--- config.mk ---
export PLATFORM = sky130hd
export DESIGN_NAME = rstsup_top
export DESIGN_NICKNAME = d
export VERILOG_FILES = /design/src/rtl/rstsup_pkg.sv /design/src/rtl/rstsup_sync.sv /design/src/rtl/rstsup_hold.sv /design/src/rtl/rstsup_wdog.sv /design/src/rtl/rstsup_top.sv
export SDC_FILE = /design/constraint.sdc
export NUM_CORES = 1
export LEC_CHECK = 0
export BUFFER_PORTS_ARGS = -buffer_cell sky130_fd_sc_hd__clkbuf_2
export CAP_MARGIN = 10
export CELL_PAD_IN_SITES_DETAIL_PLACEMENT = 0
export CELL_PAD_IN_SITES_GLOBAL_PLACEMENT = 1
export CORE_ASPECT_RATIO = 1.1
export CORE_UTILIZATION = 43
export DETAILED_ROUTE_END_ITERATION = 6
export PLACE_DENSITY_LB_ADDON = 0.1
export SETUP_SLACK_MARGIN = 0.4
export SYNTH_ARGS = -nofsm -noshare
export SYNTH_HDL_FRONTEND = slang
export SYNTH_SLANG_ARGS = --single-unit
--- constraint.sdc ---
create_clock -name clk -period 2.4 [get_ports clk]
set_input_delay 0.48 -clock clk [delete_from_list [all_inputs] [get_ports clk]]
set_output_delay 0.48 -clock clk [all_outputs]
set_load 0.01 [all_outputs]
--- src/rtl/rstsup_pkg.sv ---
package rstsup_pkg;

  typedef enum logic [1:0] {
    WSEL_SHORT = 2'd0,
    WSEL_MID   = 2'd1,
    WSEL_LONG  = 2'd2,
    WSEL_OFF   = 2'd3
  } wsel_e;

  function automatic int rs_cnt_width(input int a, input int b,
                                      input int c, input int d);
    int m;
    m = a;
    if (b > m) m = b;
    if (c > m) m = c;
    if (d > m) m = d;
    return (m < 2) ? 1 : $clog2(m + 1);
  endfunction

endpackage

--- src/rtl/rstsup_sync.sv ---
module rstsup_sync #(
  parameter int STAGES = 2
) (
  input  logic clk,
  input  logic arst_n,
  input  logic din,
  output logic fall
);
  // chain: STAGES synchronizer flops plus one history flop
  logic [STAGES:0] sh;

  always_ff @(posedge clk or negedge arst_n) begin
    if (!arst_n) sh <= '0;
    else         sh <= {sh[STAGES-1:0], din};
  end

  assign fall = sh[STAGES] & ~sh[STAGES-1];
endmodule

--- src/rtl/rstsup_hold.sv ---
module rstsup_hold #(
  parameter int HOLD_CYC = 12_500_000,
  parameter int CW       = 24
) (
  input  logic clk,
  input  logic arst_n,
  input  logic trig,
  output logic rel
);
  localparam logic [CW-1:0] LAST = CW'(HOLD_CYC - 1);

  logic [CW-1:0] cnt;

  always_ff @(posedge clk or negedge arst_n) begin
    if (!arst_n) begin
      rel <= 1'b0;
      cnt <= '0;
    end else if (!rel) begin
      if (cnt == LAST) begin
        rel <= 1'b1;
        cnt <= '0;
      end else begin
        cnt <= cnt + 1'b1;
      end
    end else if (trig) begin
      rel <= 1'b0;
      cnt <= '0;
    end
  end
endmodule

--- src/rtl/rstsup_wdog.sv ---
module rstsup_wdog
  import rstsup_pkg::*;
#(
  parameter int TO0_CYC = 10_000_000,
  parameter int TO1_CYC = 30_000_000,
  parameter int TO2_CYC = 70_000_000,
  parameter int CW      = 27
) (
  input  logic       clk,
  input  logic       arst_n,
  input  logic       run,
  input  logic       en,
  input  logic [1:0] sel,
  input  logic       kick,
  output logic       bark
);
  localparam logic [CW-1:0] LIM0 = CW'(TO0_CYC - 1);
  localparam logic [CW-1:0] LIM1 = CW'(TO1_CYC - 1);
  localparam logic [CW-1:0] LIM2 = CW'(TO2_CYC - 1);

  logic [CW-1:0] wcnt;
  logic [CW-1:0] lim;
  logic          act;

  always_comb begin
    unique case (wsel_e'(sel))
      WSEL_SHORT: lim = LIM0;
      WSEL_MID:   lim = LIM1;
      WSEL_LONG:  lim = LIM2;
      default:    lim = LIM2;
    endcase
  end

  assign act  = run & en & (wsel_e'(sel) != WSEL_OFF);
  assign bark = act & ~kick & (wcnt >= lim);

  always_ff @(posedge clk or negedge arst_n) begin
    if (!arst_n)                     wcnt <= '0;
    else if (!act || kick || bark)   wcnt <= '0;
    else                             wcnt <= wcnt + 1'b1;
  end
endmodule

--- src/rtl/rstsup_top.sv ---
module rstsup_top
  import rstsup_pkg::*;
#(
  parameter int HOLD_CYC = 12_500_000,
  parameter int TO0_CYC  = 10_000_000,
  parameter int TO1_CYC  = 30_000_000,
  parameter int TO2_CYC  = 70_000_000,
  parameter int SYNC_STG = 2
) (
  input  logic       clk,
  input  logic       supply_ok,
  input  logic       csel_kick,
  input  logic       wd_en,
  input  logic [1:0] wd_sel,
  output logic       sys_rst_n
);
  localparam int CW = rs_cnt_width(HOLD_CYC, TO0_CYC, TO1_CYC, TO2_CYC);

  logic kick;
  logic bark;
  logic rel;

  rstsup_sync #(.STAGES(SYNC_STG)) u_sync (
    .clk    (clk),
    .arst_n (supply_ok),
    .din    (csel_kick),
    .fall   (kick)
  );

  rstsup_wdog #(
    .TO0_CYC (TO0_CYC),
    .TO1_CYC (TO1_CYC),
    .TO2_CYC (TO2_CYC),
    .CW      (CW)
  ) u_wdog (
    .clk    (clk),
    .arst_n (supply_ok),
    .run    (rel),
    .en     (wd_en),
    .sel    (wd_sel),
    .kick   (kick),
    .bark   (bark)
  );

  rstsup_hold #(.HOLD_CYC(HOLD_CYC), .CW(CW)) u_hold (
    .clk    (clk),
    .arst_n (supply_ok),
    .trig   (bark),
    .rel    (rel)
  );

  assign sys_rst_n = rel;
endmodule

==> run_results.csv, run 1 <==
group,metric,value,unit
sta,finalCritPeriodShare,100,%
sta,final.setup.worst_slack,-0.00781,ns
setup_path,critPathKind,"in2reg",
floorplan,die_h,98.7,um
place,post-place-ws,-0.338,ns
sta,rsz0062_at_grt,"yes",
clock_tree,cts_tree,"done",
floorplan,start_util,45.2,%
yosys,netlist_area,3660,um^2
status,outcome,"complete, but fails checks",
floorplan,rows,34,
pwr,ir_drop,0.248,mV
clock_tree,cts_made_buffers,9,
place,globalplace.congestion,0.880,
yosys,synth-seq-area-share,39.7,%
setup_path,setup.worst_path.start_class,"input port",
sta,tns,-0.0109,ns
setup_path,cp_data_required_time,2.63,ns
setup_path,critical_path_arrival,2.64,ns
yosys,ys_types,58,
sta,finClkSkew,0.00958,ns
place,io_buffers,6,
clock_tree,clockBufferDepth,2,
drt,initialDrtViolationCount,136,
pwr,p_seq_share,45.4,%
clock_tree,cts.htree.levels,3,
floorplan,fp.dieW,89.9,um
sta,hold_viol,0,
grt,track_usage,22.3,%
drt,vias_per_cell,5.71,
sta,slew_headroom,59.6,%
drt,drtPass1Iterations,4,
drt,wl,9560,um
pwr,p_int,1650,uW
drt,avgRoutedWirePerCell,16.8,um
yosys,synthCells,409,
setup_path,crit_fanout,7,
yosys,ys.flop_type,"dfrtp_1",
finish,nets,477,
floorplan,core,8080,um^2
grt,grt_max_degree,59,
grt,grt.overflow.total,0,
pwr,p_sw,518,uW
sta,fin_crit,2.41,ns
setup_path,crit_path_end_kind,"flip-flop",
sta,worst_slew_pin_slew,0.601,ns
yosys,avgSynthCellArea,8.94,um^2
pwr,leakage,0.00199,uW
clock_tree,clk_pin_slew,0.07,ns
drt,vias,3255,
finish,n_fill_cell,720,
yosys,async_flop_share,100,%
yosys,ys_seq_elements,58,
grt,grt_pass1_wl,15600,um
floorplan,pin_count,7,
pwr,p_sw_share,23.9,%
clock_tree,clockRootBuffer,"clkbuf_8",
pwr,combPwrFrac,6.6,%
sta,drv_slew,0,
pwr,power.density,462,nW/um^2
clock_tree,cts.sinks,58,
grt,grt_pass1_vias,3279,
sta,setup_viol,2,
pwr,clockPowerShare,48.0,%
clock_tree,cts_hold_buf,0,
clock_tree,clkLatencyLatePin,0.35,ns
sta,fmax,0.415,GHz
job,max_cap_viol_count,0,
finish,area_delta_synth_final,28.5,%
drt,drc,0,
drt,postRouteAntennaNets,0,
yosys,syn_nets,429,
floorplan,die_area,8880,um^2
yosys,yosysWarnings,0,
grt,antenna_found_initial,0,
place,dpl.hpwl,6470,um
finish,antenna_cells_inserted,0,
hold_path,hp-class,"in2async",
yosys,synth_edf_count,0,
finish,drive_above_1_share,29.0,%
status,violations,"setup timing",
[logic make-up (layout without fill, tap and decap cells)]
| family | Yosys count | count (layout) | share of synthesized area (%) |
|---|---|---|---|
| AOI/OAI and AO/OA | 70 | 70 | 14.5 |
| xor gates and xnor gates | 31 | 31 | 7.43 |
| adders and majority gates | 14 | 14 | 4.79 |
| buffers and inverters | 31 | 84 | 4.17 |
| DFF | 58 | 58 | 39.7 |
| muxes | 1 | 1 | 0.274 |
| and+or+nand+nor | 204 | 204 | 29.1 |
[synthesized netlist by cell type (all sizes together) (10+ instances only)]
| master | instances | area share (%) |
|---|---|---|
| nand3 | 27 | 3.7 |
| xor2 | 18 | 4.3 |
| xnor2 | 13 | 3.1 |
| nand2 | 46 | 4.9 |
| nor3 | 15 | 3.0 |
| a21oi | 12 | 1.6 |
| nor2 | 57 | 6.3 |
| nand4 | 18 | 3.1 |
| buf | 10 | 2.0 |
| clkbuf | 16 | 1.7 |
| a31oi | 12 | 2.1 |
| ha | 14 | 4.8 |
| dfrtp | 58 | 40 |
[power by group through the flow]
stage | clock [uW] | sequential, uW | combinational, uW
2_1_floorplan | 0 | 1000 | 56.6
3_3_place_gp | 0 | 1000 | 118
3_5_place_dp | 0 | 1000 | 120
4_1_cts | 1060 | 984 | 122
5_1_grt | 1100 | 985 | 158
6_report | 1040 | 984 | 142
[area by class of cell]
| class | instances | area [um^2] | share of cell area [%] |
|---|---|---|---|
| clock buffers | 11 | 141 | 3.01 |
| clock inverters | 5 | 77.6 | 1.65 |
| inverters | 5 | 23.8 | 0.506 |
| multi-input cells | 320 | 2260 | 48.1 |
| flip-flops and latches | 58 | 1450 | 30.9 |
| well taps | 108 | 135 | 2.88 |
| repair buffers | 63 | 608 | 12.9 |
[flip-flops by register name, summed over array words and instances, names as in the netlist]
name and count:
u_wdog.wcnt 27, u_hold.cnt 27, u_sync.sh 3, u_hold.rel 1
[per-stage QoR]
step                instances  cell area [um^2]  utilization (%)  total power (uW)  hold WS [ns]
finish                    570              4700             58.1              2170         0.134
detailed placement        547              4180             51.7              1120         0.338
floorplan                 409              3720                -              1060         0.184
global placement          547              4180             51.7              1120         0.334
CTS                       563              4420             54.7              2170         0.145
global route              570              4700             58.1              2240         0.166
[worst max-delay path, stage by stage]
cell and delay [ns]:
buf_8 0.11, or2_4 0.27, ha_4 0.26, nand4_1 0.08
or4_4 0.56, nor3_4 0.17, a2111oi_4 0.09, buf_4 0.17
buf_12 0.15, buf_12 0.13, a31o_1 0.17
[worst paths after layout]
check / from / end / slack [ns] / cells past startpoint
min in group clk: csel_kick / u_sync.sh[0] / 0.25 / 1
max in group asynchronous: supply_ok / u_hold.cnt[9] / 1.99 / 2
min: supply_ok / u_wdog.wcnt[4] / 0.13 / 2
max: wd_sel[1] / u_hold.cnt[20] / -0.008 / 11
min reg2reg: u_sync.sh[0] / u_sync.sh[1] / 0.35 / 0
max reg2reg: u_wdog.wcnt[22] / u_hold.cnt[20] / 0.02 / 9
[what timing repair did]
| action | in CTS | in global routing |
|---|---|---|
| gates cloned | 0 | 3 |
| gates resized for setup | 4 | 47 |
| setup buffers | 0 | 4 |
| pin swaps | 0 | 18 |
| endpoints found under the setup margin | 55 | 55 |
[layer usage]
layer | vias up | track usage (%) | wire (um)
met5 | - | 0 | 0
met4 | 0 | 10.4 | 241
met3 | 20 | 4.48 | 237
met2 | 49 | 40.1 | 4970
met1 | 1595 | 25.5 | 4110
li1 | 1591 | - | -
[cell usage in the layout, fill, tap and decap left out, drive strengths merged, types with 3 or more instances in the layout]
cell,instances
dfrtp,58
nor2,57
buf,56
nand2,46
nand3,27
nand4,18
xor2,18
clkbuf,18
nor3,15
ha,14
xnor2,13
a31oi,12
a21oi,12
and3,9
nor4,9
o21ai,9
a41oi,6
and4,5
inv,5
a311oi,4
a32oi,4
o211a,4
a21o,3
o21a,3
or2,3
Power figures use the tool's default switching activity.
==> run 2: changes to the inputs <==
--- a/config.mk
+++ b/config.mk
@@ -12,7 +12,7 @@
 export CORE_ASPECT_RATIO = 1.1
 export CORE_UTILIZATION = 43
 export DETAILED_ROUTE_END_ITERATION = 6
-export PLACE_DENSITY_LB_ADDON = 0.1
+export PLACE_DENSITY_LB_ADDON = 0.3
 export SETUP_SLACK_MARGIN = 0.4
 export SYNTH_ARGS = -nofsm -noshare
 export SYNTH_HDL_FRONTEND = slang
==> run_results.csv, run 2 (synthesized netlist as in run 1, its figures left out) <==
group,metric,value,unit
sta,drv_slew,0,
floorplan,die_h,98.7,um
floorplan,pin_count,7,
place,globalplace.congestion,0.833,
floorplan,fp.dieW,89.9,um
sta,slew_headroom,62.7,%
drt,wl,9430,um
clock_tree,clockBufferDepth,2,
job,max_cap_viol_count,0,
clock_tree,cts.htree.levels,3,
grt,grt.overflow.total,0,
setup_path,worst-path-stages,11,
clock_tree,cts_hold_buf,0,
setup_path,critPathKind,"in2reg",
sta,rsz0062_at_grt,"yes",
drt,vias_per_cell,5.77,
setup_path,cp_data_required_time,2.63,ns
setup_path,cp_top_family,"simple AND/OR/NAND/NOR gates",
sta,setup_viol,0,
sta,tns,0,ns
grt,grt_max_degree,40,
drt,vias,3281,
sta,finalCritPeriodShare,97.9,%
finish,antenna_cells_inserted,0,
hold_path,hp-class,"in2async",
setup_path,r2r_cells,9,
sta,fmax,0.425,GHz
finish,seq_area,1450,um^2
drt,initialDrtViolationCount,151,
place,io_buffers,6,
drt,drtPass1Iterations,4,
drt,avgRoutedWirePerCell,16.6,um
setup_path,cp_num_buf_inv,4,
setup_path,critical_path_arrival,2.58,ns
clock_tree,clkLatencyLatePin,0.34,ns
drt,postRouteAntennaNets,0,
finish,drive_above_1_share,29.3,%
setup_path,rr_startpoint,"u_wdog.wcnt[24]",
pwr,ir_drop,0.218,mV
setup_path,worstPathCellList,"buf_8, or2_4, ha_4, nand4_1, or4_4, nor3_4, a2111oi_4, buf_4, buf_6, buf_8, o211a_1",
drt,drc,0,
clock_tree,cts.sinks,58,
finish,fin_util,57.8,%
setup_path,r2r-end,"u_hold.cnt[13]",
grt,track_usage,22.5,%
grt,grt_pass1_wl,15900,um
finish,mostFrequentLayoutCell,"dfrtp_1",
finish,nets,477,
grt,grt_pass1_vias,3340,
setup_path,crit_fanout,5,
setup_path,path_common_cell,"buf_8",
clock_tree,clockRootBuffer,"clkbuf_8",
sta,hold_viol,0,
setup_path,setup.worst_path.start_class,"input port",
place,dpl.hpwl,5990,um
setup_path,r2r_setup_slack,0.09,ns
finish,multi_input_area,2320,um^2
grt,antenna_found_initial,0,
setup_path,crit_path_end_kind,"flip-flop",
clock_tree,cts_made_buffers,9,
finish,final_cell_mix,"56 x dfrtp_1, 51 x buf_4, 49 x nor2_1",
finish,area_delta_synth_final,27.7,%
clock_tree,cts_tree,"done",
floorplan,start_util,45.2,%
sta,finClkSkew,0.00652,ns
sta,worst_slew_pin_slew,0.559,ns
pwr,power.density,442,nW/um^2
floorplan,die_area,8880,um^2
floorplan,core,8080,um^2
setup_path,critPathSlowestCell,"or4_4",
finish,n_fill_cell,737,
finish,reg.largest.list,"u_hold.cnt (27), u_wdog.wcnt (27), u_sync.sh (3)",
floorplan,rows,34,
clock_tree,clk_pin_slew,0.07,ns
status,outcome,"finished clean",
sta,fin_crit,2.35,ns
setup_path,slowest_delay,0.48,ns
pwr,leakage,0.00196,uW
run 2: changes by cell type in the layout (fill, tap and decap cells not counted), moves of 3 or more:
cell     previous run  this run
nor2_1             37        49
nor2_2             13         1
buf_4              46        51
ha_1               11         6
ha_4                3         7
buf_12              5         2
nand3_1            23        20
run 2: repair_timing:
action | CTS | global route
gates cloned | 2 | 1
resized for setup | 18 | 32
setup endpoints to repair | 55 | 55
pin swaps | 14 | 14
buffers inserted | 7 | 5
run 2: where the power goes:
part | internal (uW) | switching (uW)
registers | 982 | 2.71
logic | 46.4 | 78.1
clock network | 558 | 397
total | 1590 | 477
run 2: area by class of cell:
cell class	instances	share of cell area [%]
clock buffer	13	3.62
clock inverter	2	0.750
inverter	5	0.456
multi-input combinational	320	49.8
sequential	58	31.1
tap	108	2.89
timing repair buffer	63	11.4
run 2: worst max-delay path by stage:
stage,end,slack [ns],from
floorplan,u_wdog.wcnt[1],-0.21,wd_sel[1]
global placement,u_hold.cnt[10],-0.38,wd_sel[1]
detailed placement,u_hold.cnt[10],-0.41,wd_sel[1]
CTS,u_hold.cnt[25],0.10,u_wdog.wcnt[12]
global route,u_hold.cnt[13],-0.009,wd_sel[1]
finish,u_hold.cnt[13],0.05,wd_sel[1]
run 2: worst reg2reg max path: stages (launching register included):
cell,delay (ns)
dfrtp_1,0.42
ha_4,0.28
nand2_1,0.06
or4_4,0.53
nor3_4,0.17
a2111oi_4,0.11
buf_4,0.19
buf_6,0.11
buf_8,0.13
o211a_1,0.20
run 2: stage by stage:
step	power, uW	setup WS, ns	hold slack [ns]	cell area [um^2]	std cells
2_1_floorplan	1060	-0.214	0.184	3720	409
3_3_place_gp	1110	-0.378	0.336	4090	539
3_5_place_dp	1110	-0.410	0.346	4090	539
4_1_cts	2080	0.104	0.139	4460	563
5_1_grt	2160	-0.00851	0.157	4670	569
6_report	2060	0.0495	0.122	4670	569
run 2: routing by layer:
layer  vias up  track usage, %  part of all wire, %
met5         -               0                    0
met4         0            6.95                  1.4
met3        12            5.32                  3.1
met2        60            39.5                   51
met1      1614            27.4                   45
li1       1595               -                    -
==> run 3: changes to the inputs <==
==> constraint.sdc (replaced) <==
create_clock -name clk -period 2.1 [get_ports clk]
set_input_delay 0.42 -clock clk [delete_from_list [all_inputs] [get_ports clk]]
set_output_delay 0.42 -clock clk [all_outputs]
set_load 0.01 [all_outputs]
==> run_results.csv, run 3 (synthesized netlist as in run 1, its figures left out) <==
group,metric,value,unit
status,outcome,"complete, but fails checks",
setup_path,setup.worst_path.start_class,"flip-flop",
pwr,p_sw_share,24.0,%
pwr,p_sw,548,uW
drt,drc,0,
finish,mostFrequentLayoutCell,"buf_4",
status,violations,"setup timing",
pwr,ir_drop,0.238,mV
clock_tree,cts_hold_buf,0,
clock_tree,cts.sinks,58,
sta,final.setup.worst_slack,-0.172,ns
grt,grt_max_degree,40,
sta,rsz0062_at_grt,"yes",
job,max_cap_viol_count,0,
setup_path,r2r_setup_slack,-0.17,ns
floorplan,fp.dieW,89.9,um
finish,reg.largest.list,"u_hold.cnt (27), u_wdog.wcnt (27), u_sync.sh (3)",
sta,drv_slew,0,
pwr,combPwrFrac,5.7,%
setup_path,r2r_cells,8,
clock_tree,clkLatencyLatePin,0.34,ns
clock_tree,clockRootBuffer,"clkbuf_8",
place,dpl.hpwl,6590,um
pwr,clockPowerShare,45.1,%
grt,grt_pass1_wl,16500,um
finish,final_cell_mix,"75 x buf_4, 58 x dfrtp_1, 49 x nor2_1",
floorplan,pin_count,7,
finish,drive_above_1_share,27.3,%
clock_tree,clockBufferDepth,2,
place,dp.cells,575,
setup_path,crit_fanout,15,
sta,setup_viol,55,
clock_tree,clk_pin_slew,0.07,ns
place,globalplace.congestion,0.843,
pwr,leakage,0.00204,uW
drt,wl,9280,um
grt,antenna_found_initial,0,
floorplan,die_area,8880,um^2
pwr,p_seq_share,49.2,%
finish,design_area,4640,um^2
floorplan,die_h,98.7,um
setup_path,r2r-end,"u_hold.cnt[13]",
drt,avgRoutedWirePerCell,15.7,um
setup_path,rr_startpoint,"u_wdog.wcnt[24]",
sta,hold_viol,0,
place,io_buffers,6,
drt,vias_per_cell,5.70,
finish,final-instance-count-excl-fill,592,
finish,antenna_cells_inserted,0,
sta,fin_crit,2.27,ns
finish,nets,500,
grt,grt.overflow.total,0,
drt,initialDrtViolationCount,133,
floorplan,rows,34,
setup_path,critical_path_arrival,2.51,ns
grt,grt_pass1_vias,3528,
grt,track_usage,23.4,%
sta,worst_slew_pin_slew,0.578,ns
setup_path,crit_path_end_kind,"flip-flop",
finish,area_delta_synth_final,26.9,%
place,dpl-instance-area,4380,um^2
sta,finalCritPeriodShare,108,%
floorplan,core,8080,um^2
drt,postRouteAntennaNets,0,
setup_path,cp_data_required_time,2.33,ns
pwr,power.density,493,nW/um^2
clock_tree,cts_tree,"done",
pwr,p_int,1740,uW
hold_path,hp-class,"in2async",
floorplan,start_util,45.2,%
clock_tree,cts.htree.levels,3,
drt,drtPass1Iterations,4,
sta,fmax,0.440,GHz
clock_tree,cts_made_buffers,9,
drt,vias,3372,
sta,slew_headroom,61.2,%
sta,finClkSkew,0.00713,ns
setup_path,critPathKind,"reg2reg",
-- run 3: changes by cell type in the layout (fill, tap and decap cells not counted), sizes merged --
cell,previous run,this run
buf,57,80
clkdlybuf4s15,1,0
clkinv,1,2
-- run 3: metrics by stage --
stage | utilization [%] | total power (uW) | worst slack, ns | TNS (ns) | hold WS, ns
floorplan | - | 1210 | -0.454 | -21.95 | 0.124
global placement | 54.2 | 1270 | -0.639 | -29.74 | 0.339
detailed placement | 54.2 | 1270 | -0.655 | -30.73 | 0.350
CTS | 57.2 | 2310 | -0.184 | -6.93 | 0.0755
global route | 57.4 | 2370 | -0.284 | -12.59 | 0.103
finish | 57.4 | 2290 | -0.172 | -6.50 | 0.0593
-- run 3: worst max-delay path by stage --
| stage | startpoint | end | slack (ns) | cells after the start |
|---|---|---|---|---|
| after detailed placement | wd_sel[1] | u_hold.cnt[10] | -0.66 | 11 |
| after CTS | u_wdog.wcnt[24] | u_hold.cnt[13] | -0.18 | 8 |
| after global routing | wd_sel[1] | u_wdog.wcnt[17] | -0.28 | 12 |
| final | u_wdog.wcnt[24] | u_hold.cnt[13] | -0.17 | 8 |
| after floorplan | wd_sel[1] | u_wdog.wcnt[1] | -0.45 | 10 |
| after global placement | wd_sel[1] | u_hold.cnt[10] | -0.64 | 11 |
-- run 3: what timing repair did --
action,in CTS,in global routing
pin swaps,1,0
buffers inserted,1,1
endpoints found under the setup margin,55,56
resized for setup,12,2
-- run 3: area by class of cell --
cell class                      instances  area (um^2)
Fill cell                             754         3440
Multi-Input combinational cell        320         2150
Sequential cell                        58         1450
Timing Repair Buffer                   86          696
Clock buffer                           12          145
Tap cell                              108          135
Clock inverter                          3         40.0
Inverter                                5         21.3
-- run 3: routing by layer --
metal	track usage, %	vias to the layer above	wire, um
met2	41.1	59	4710
met3	4.48	22	260
met4	9.68	0	226
li1	-	1637	-
met5	0	-	0
met1	28.2	1654	4080
-- run 3: power by group through the flow --
| stage | Combinational, uW | Clock, uW | Sequential [uW] |
|---|---|---|---|
| floorplan | 64.7 | 0 | 1150 |
| global placement | 122 | 0 | 1150 |
| detailed placement | 126 | 0 | 1150 |
| CTS | 134 | 1060 | 1120 |
| global route | 147 | 1100 | 1120 |
| finish | 130 | 1030 | 1120 |
-- run 3: worst max-delay path, cell delays in order (launching register included) --
cell,delay (ns)
dfrtp_1,0.39
ha_1,0.30
nand2_1,0.08
or4_4,0.52
nor3_4,0.23
a2111oi_4,0.11
buf_12,0.19
buf_4,0.14
o211a_1,0.19
